--- src/rtl/benes_pkg.sv ---
package benes_pkg;

  // position in the next column fed by output position pos of column col
  function automatic int unsigned link_dst(int unsigned col, int unsigned pos,
                                           int unsigned n_ports, int unsigned log_n);
    int unsigned blk, base, q, half;
    if (col < log_n - 1) blk = n_ports >> col;
    else                 blk = n_ports >> (2 * log_n - 3 - col);
    half = blk / 2;
    base = (pos / blk) * blk;
    q    = pos - base;
    if (col < log_n - 1) return base + (q % 2) * half + q / 2;   // split to halves
    return base + (q % half) * 2 + q / half;                      // merge halves
  endfunction

  // number of registered columns strictly below column upto
  function automatic int unsigned count_regs(logic [31:0] mask, int unsigned upto);
    int unsigned n;
    n = 0;
    for (int unsigned i = 0; i < upto; i++) n += int'(mask[i]);
    return n;
  endfunction

endpackage

--- src/rtl/benes_xchg.sv ---
module benes_xchg #(
  parameter int unsigned W = 16
) (
  input  logic [W-1:0] a_i,
  input  logic [W-1:0] b_i,
  input  logic         sel_i,
  output logic [W-1:0] a_o,
  output logic [W-1:0] b_o
);
  assign a_o = sel_i ? b_i : a_i;
  assign b_o = sel_i ? a_i : b_i;
endmodule

--- src/rtl/benes_column.sv ---
module benes_column #(
  parameter int unsigned N   = 8,
  parameter int unsigned W   = 16,
  parameter bit          REG = 1'b0
) (
  input  logic                  clk_i,
  input  logic                  rst_ni,
  input  logic [N-1:0][W-1:0]   data_i,
  input  logic [N/2-1:0]        sel_i,
  output logic [N-1:0][W-1:0]   data_o
);
  localparam int unsigned H = N / 2;

  logic [N-1:0][W-1:0] mix;

  for (genvar e = 0; e < H; e++) begin : g_elem
    benes_xchg #(.W(W)) u_xchg (
      .a_i  (data_i[2*e]),
      .b_i  (data_i[2*e+1]),
      .sel_i(sel_i[e]),
      .a_o  (mix[2*e]),
      .b_o  (mix[2*e+1])
    );
  end

  if (REG) begin : g_reg
    always_ff @(posedge clk_i or negedge rst_ni) begin
      if (!rst_ni) data_o <= '0;
      else         data_o <= mix;
    end
  end else begin : g_comb
    assign data_o = mix;
  end

  logic [W-1:0] in_x, mix_x;
  always_comb begin
    in_x  = '0;
    mix_x = '0;
    for (int i = 0; i < N; i++) begin
      in_x  = in_x ^ data_i[i];
      mix_x = mix_x ^ mix[i];
    end
  end

  p_bar_pass_r1: assert property (@(posedge clk_i) disable iff (!rst_ni)
    (sel_i == '0) |-> (mix == data_i));

  p_xor_keep_r5: assert property (@(posedge clk_i) disable iff (!rst_ni)
    mix_x == in_x);

endmodule

--- src/rtl/benes_link.sv ---
module benes_link #(
  parameter int unsigned N    = 8,
  parameter int unsigned W    = 16,
  parameter int unsigned LOGN = 3,
  parameter int unsigned COL  = 0
) (
  input  logic [N-1:0][W-1:0] data_i,
  output logic [N-1:0][W-1:0] data_o
);
  for (genvar p = 0; p < N; p++) begin : g_wire
    localparam int unsigned DST = benes_pkg::link_dst(COL, p, N, LOGN);
    assign data_o[DST] = data_i[p];
  end
endmodule

--- src/rtl/benes_ctrl_delay.sv ---
module benes_ctrl_delay #(
  parameter int unsigned WIDTH = 4,
  parameter int unsigned DEPTH = 1
) (
  input  logic             clk_i,
  input  logic             rst_ni,
  input  logic [WIDTH-1:0] d_i,
  output logic [WIDTH-1:0] q_o
);
  logic [DEPTH-1:0][WIDTH-1:0] pipe_q;

  always_ff @(posedge clk_i or negedge rst_ni) begin
    if (!rst_ni) pipe_q <= '0;
    else begin
      pipe_q[0] <= d_i;
      for (int i = 1; i < int'(DEPTH); i++) pipe_q[i] <= pipe_q[i-1];
    end
  end

  assign q_o = pipe_q[DEPTH-1];
endmodule

--- src/rtl/benes_fabric.sv ---
module benes_fabric #(
  parameter int unsigned N        = 8,
  parameter int unsigned W        = 16,
  parameter logic [31:0] REG_MASK = 32'hFFFF_FFFF,
  localparam int unsigned LOGN    = $clog2(N),
  localparam int unsigned COLS    = 2 * LOGN - 1,
  localparam int unsigned H       = N / 2,
  localparam int unsigned CW      = COLS * H
) (
  input  logic           clk_i,
  input  logic           rst_ni,
  input  logic [N*W-1:0] data_i,
  input  logic [CW-1:0]  ctrl_i,
  output logic [N*W-1:0] data_o
);
  localparam int unsigned LAT = benes_pkg::count_regs(REG_MASK, COLS);

  logic [COLS:0][N-1:0][W-1:0]   st_d;
  logic [COLS-1:0][N-1:0][W-1:0] co_d;
  logic [COLS-1:0][H-1:0]        col_sel;

  assign st_d[0] = data_i;

  for (genvar c = 0; c < COLS; c++) begin : g_col
    localparam int unsigned DLY = benes_pkg::count_regs(REG_MASK, c);

    if (DLY == 0) begin : g_nodly
      assign col_sel[c] = ctrl_i[c*H +: H];
    end else begin : g_dly
      benes_ctrl_delay #(.WIDTH(H), .DEPTH(DLY)) u_dly (
        .clk_i (clk_i),
        .rst_ni(rst_ni),
        .d_i   (ctrl_i[c*H +: H]),
        .q_o   (col_sel[c])
      );
    end

    benes_column #(.N(N), .W(W), .REG(REG_MASK[c])) u_col (
      .clk_i (clk_i),
      .rst_ni(rst_ni),
      .data_i(st_d[c]),
      .sel_i (col_sel[c]),
      .data_o(co_d[c])
    );

    if (c < COLS - 1) begin : g_link
      benes_link #(.N(N), .W(W), .LOGN(LOGN), .COL(c)) u_link (
        .data_i(co_d[c]),
        .data_o(st_d[c+1])
      );
    end else begin : g_last
      assign st_d[c+1] = co_d[c];
    end
  end

  assign data_o = st_d[COLS];

  // XOR signature of a word set must arrive exactly LAT cycles later
  logic [W-1:0] sig_in, sig_out;
  always_comb begin
    sig_in  = '0;
    sig_out = '0;
    for (int i = 0; i < int'(N); i++) begin
      sig_in  = sig_in ^ st_d[0][i];
      sig_out = sig_out ^ st_d[COLS][i];
    end
  end

  if (LAT == 0) begin : g_sig_comb
    p_latency_r6: assert property (@(posedge clk_i) disable iff (!rst_ni)
      sig_out == sig_in);
  end else begin : g_sig_pipe
    logic [LAT-1:0][W-1:0] sig_q;
    logic [LAT-1:0]        live_q;
    always_ff @(posedge clk_i or negedge rst_ni) begin
      if (!rst_ni) begin
        sig_q  <= '0;
        live_q <= '0;
      end else begin
        sig_q[0]  <= sig_in;
        live_q[0] <= 1'b1;
        for (int i = 1; i < int'(LAT); i++) begin
          sig_q[i]  <= sig_q[i-1];
          live_q[i] <= live_q[i-1];
        end
      end
    end
    p_latency_r6: assert property (@(posedge clk_i) disable iff (!rst_ni)
      live_q[LAT-1] |-> (sig_out == sig_q[LAT-1]));
  end

  if (REG_MASK[COLS-1]) begin : g_rst_chk
    p_reset_clear_r8: assert property (@(posedge clk_i)
      !rst_ni |-> (data_o == '0));
  end

endmodule

--- config.mk ---
export PLATFORM = sky130hd
export DESIGN_NAME = benes_fabric
export DESIGN_NICKNAME = d
export VERILOG_FILES = /design/src/rtl/benes_pkg.sv /design/src/rtl/benes_xchg.sv /design/src/rtl/benes_column.sv /design/src/rtl/benes_link.sv /design/src/rtl/benes_ctrl_delay.sv /design/src/rtl/benes_fabric.sv
export SDC_FILE = /design/constraint.sdc
export NUM_CORES = 1
export LEC_CHECK = 0
export BUFFER_PORTS_ARGS = -buffer_cell sky130_fd_sc_hd__buf_4
export CORE_ASPECT_RATIO = 1.4
export CORE_MARGIN = 4
export CORE_UTILIZATION = 31
export DETAILED_ROUTE_END_ITERATION = 7
export PLACE_DENSITY_LB_ADDON = 0.05
export SLEW_MARGIN = 40
export SYNTH_ARGS = -nofsm -noshare
export SYNTH_HDL_FRONTEND = slang
export SYNTH_SLANG_ARGS = --single-unit
--- constraint.sdc ---
create_clock -name clk_i -period 0.94 [get_ports clk_i]
set_input_delay 0.047 -clock clk_i [delete_from_list [all_inputs] [get_ports clk_i]]
set_output_delay 0.047 -clock clk_i [all_outputs]
set_load 0.01 [all_outputs]
# Yosys cells after proc, flatten, opt, wreduce, memory -nomap -nowiden
# Index checks and enable logic that the tools add are counted.
# classes
muxes	40
# op_table
cell	count
$mux 16	40
# word_totals
register_bits	680
input_bits	150
out_inout_bits	128

# Logic depth before layout (Yosys ltp)
# logic_depth
depth_word	1
ltp_mapped	3

# By module
# Synthesis repeated with hierarchy kept, for this count alone.
# unflattened
cells_unflattened	1924
hier_area_um2	31835.5
# by_module_without_submodules
module	instances	cells_per_inst	area_each_um2
benes_column	5	128	3203.1
benes_xchg	20	36	544.3
benes_link	4	128	960.9
benes_ctrl_delay at g_col[4].g_dly.u_dly	1	20	430.4
benes_ctrl_delay at g_col[3].g_dly.u_dly	1	16	330.3
benes_ctrl_delay at g_col[2].g_dly.u_dly	1	12	230.2
benes_ctrl_delay at g_col[1].g_dly.u_dly	1	4	100.1

# Least setup slack after synthesis
# Ideal clock, no wire load.
# synth_path
kind	register to register
startpoint	reg g_col[2].g_dly.u_dly.pipe_q, in the netlist g_col[2].g_dly.u_dly.q_o[2]
endpoint	reg g_col[2].u_col.data_o[80] (netlist name)
setup_ps	125
t_arrival_ps	902
required_ps	815
path_slack_ps	-86
stages_incl_launch_ff	4
path_buffers	2
period_less_slack_ps	1026
path_cell_list	dfrtp_1 > buf_6 > buf_6 > mux2_2
# synth_via
elab_chain_cells	1
# synth_lines
item	line	text
from (decl)	benes_ctrl_delay.sv:10	logic [DEPTH-1:0][WIDTH-1:0] pipe_q;
$mux 16	benes_xchg.sv:11	assign b_o = sel_i ? a_i : b_i;
net g_col[2].u_col.g_elem[2].u_xchg.b_o[0]	benes_xchg.sv:8	output logic [W-1:0] b_o
to (signal assigned)	benes_column.sv:29	else data_o <= mix;
to (decl)	benes_column.sv:10	output logic [N-1:0][W-1:0] data_o
# The timed path passes the listed nets, and every way through them passes these cells.

# Worst setup path in the final report
# layout_path
startpoint	reg g_col[4].g_dly.u_dly.pipe_q, in the netlist g_col[4].g_dly.u_dly.q_o[1]
endpoint	reg g_col[4].u_col.data_o[32] (netlist name)
# layout_via
elab_chain_cells	1
# layout_lines
item	line	text
from (decl)	benes_ctrl_delay.sv:10	
$mux 16	benes_xchg.sv:10	assign a_o = sel_i ? b_i : a_i;
net g_col[4].u_col.g_elem[1].u_xchg.a_o[0]	benes_xchg.sv:7	output logic [W-1:0] a_o,
to (signal assigned)	benes_column.sv:29	
to (decl)	benes_column.sv:10	
# The timed path passes the listed nets, and every way through them passes these cells.

==> flow_summary.yaml <==
status:
  status: "complete, but fails checks"
  violations: "negative setup slack"
logic_synthesis:
  post-synth-top-area-cell: "dfrtp_1"
  postSynthNetCount: 1678
  synth_top_family_by_area: "multiplexers"
  muxShareOfSynthArea: 0.286
  yosysTopAreaCellShare: 0.644
  ys_ff_latch: 680
  yosys.area_share.xor_xnor: 0
  post_synth_num_cell_types: 7
  ys_warn_count: 0
  synth_compound_area_frac: 0
  synth.area.top_cells: "dfrtp_1, mux2_2, mux2_4"
  synth_simple_gate_area_frac: 0
  synth_cells: 1528
  syn_area_per_cell_um2: 17.3
  synthAdderAreaFrac: 0
  ys_seq_area_frac: 0.644
  syn_area_um2: 26400
timing:
  hold_ws_ns: 0.0885
  setup_slack_ns: -0.333
  slew_violations: 0
  skew_ns: 0.0200
  tightest_slew_ns: 0.367
  finalCritPeriodShare: 1.35
  slew_headroom: 0.755
  fmaxAchievable_ghz: 0.786
  tns_ns: -122.70
  hold_violations: 0
  fin_crit_ns: 1.27
  setup_violations: 640
  rsz0062_at_grt: "yes"
critical_path:
  cp.required_ns: 1.43
  critPathKind: "flip-flop to flip-flop"
  end_kind: "flip-flop"
  critPathLaunchType: "flip-flop"
  path_max_fanout: 4
  arrival_ns: 1.76
  reg2reg_depth: 4
hold_path:
  whs_path_depth: 2
  min_path_type: "primary input to flip-flop"
placement:
  place_inst: 2764
  dp_hpwl_mm: 45.8
  place_congestion: 0.773
  io_buffer_count: 277
drt:
  postRouteAntennaNets: 0
  num_vias: 13100
  drt_wl_total_mm: 68.9
  drt-vias-per-instance: 4.23
  drc: 0
  detail_route.first_pass.iterations: 4
  wl_per_cell_um: 22.3
  drtIter0Drc: 354
floorplanning:
  core-area_um2: 84500
  rows: 126
  start_util: 0.313
  die-area_um2: 90100
  boundaryPins: 278
  fp.dieH_um: 354
  die_x_um: 255
layout:
  nNetsFinal: 2093
  instances_no_fill: 3086
  utilization: 0.418
  syn_to_final_growth_pct: 33.5
  layout-drive-gt1-share: 0.584
  n_fill_cell: 7689
grt:
  antenna_found_initial: 2
  grt_use_total: 0.144
  grt_start_max_net_pins: 69
  grt_pass1_wl_mm: 95.7
  grt-ovfl-total: 0
  first_global_vias: 14300
clock_network:
  clock_latency_ns: 0.61
  tritoncts: "done"
  clock-sinks: 680
  cts_buffers: 70
  cts_buffer_depth: 3
  cts_root_buf: "clkbuf_16"
  path_clk_slew_ns: 0.06
  htree_levels: 3
power:
  power.total_w: 0.0751
  p_leak_nw: 16.1
  ir_drop_v: 0.00109
  powerDensity_nw_per_um2: 2130
job:
  drv_cap: 0
final timing paths:
kind	from	endpoint	slack, ns
min in group asynchronous	rst_ni	g_col[0].u_col.data_o[38]$_DFF_PN0_	0.10
hold reg to reg	g_col[3].g_dly.u_dly.pipe_q[2]$_DFF_PN0_	g_col[3].g_dly.u_dly.pipe_q[6]$_DFF_PN0_	0.35
setup reg to reg	g_col[4].g_dly.u_dly.q_o[1]$_DFF_PN0_	g_col[4].u_col.data_o[32]$_DFF_PN0_	-0.33
max in group asynchronous	rst_ni	g_col[0].u_col.data_o[99]$_DFF_PN0_	0.04
setup / recovery	g_col[4].g_dly.u_dly.q_o[1]$_DFF_PN0_	g_col[4].u_col.data_o[32]$_DFF_PN0_	-0.33
hold / removal	ctrl_i[14]	g_col[3].g_dly.u_dly.pipe_q[2]$_DFF_PN0_	0.09
power breakdown:
group          total (W)  switching, W  internal, W
registers         0.0355       0.00259       0.0329
logic             0.0114       0.00395      0.00741
clock network     0.0282        0.0114       0.0168
total             0.0751        0.0180       0.0571
timing repair:
| action | in CTS | in global routing |
|---|---|---|
| cloned | 12 | 20 |
| endpoints found under the setup margin | 640 | 645 |
| setup buffers | 7 | 11 |
| hold endpoints to repair | 824 | 0 |
| gates resized for setup | 209 | 194 |
| hold buffers | 150 | 0 |
layout by cell type (no fill, tap or decap):
cell type	count
dfrtp_1	666
mux2_2	323
mux2_4	317
buf_4	186
dlygate4sd3_1	150
buf_6	134
clkbuf_16	89
buf_12	52
clkbuf_8	16
clkbuf_1	15
dfrtp_2	14
clkinv_2	9
buf_16	9
buf_8	5
bufinv_16	4
clkinvlp_4	4
inv_6	2
diode_2	1
clkinv_4	1
clkinv_8	1
synth_stat cells:
cell type	number
buf_12	1
buf_8	1
buf_4	128
mux2_2	549
buf_6	78
dfrtp_1	680
mux2_4	91
cell families after synthesis:
group | after synthesis
buffers and inverters | 208
muxes | 640
DFF | 680
stage by stage:
stage	area, um2	setup slack [ns]
2_1_floorplan	26500	-0.0827
3_3_place_gp	29100	-0.165
3_5_place_dp	29100	-0.181
4_1_cts	34100	-0.362
5_1_grt	35300	-0.338
6_report	35300	-0.333
state kept, by name, indices dropped and copies added (netlist names):
signal / count
g_col.g_dly.u_dly.q_o: 16
g_col.g_dly.u_dly.pipe_q: 24
g_col.u_col.data_o: 640
layer usage:
layer	global-route usage	vias to the layer above	part of all wire
met4	0.0493	0	0.027
met1	0.211	6725	0.45
met5	0	-	0
li1	-	5953	-
met2	0.219	279	0.49
met3	0.0217	94	0.034
area by class of cell:
cell class,instances,area (um2),share of cell area
diodes,1,2.50,0.0000709
clock buffers,105,2130,0.0603
clock inverters,21,238,0.00673
multi-input cells,640,8400,0.238
flip-flops and latches,680,17000,0.482
well taps,1088,1360,0.0386
repair buffers,551,6150,0.174
critical path, stage by stage (launching register included):
cell and delay, ns:
dfrtp_2 0.44, buf_12 0.14, buf_8 0.12, clkbuf_16 0.15, mux2_4 0.31
(Power assumes the default switching activity.)
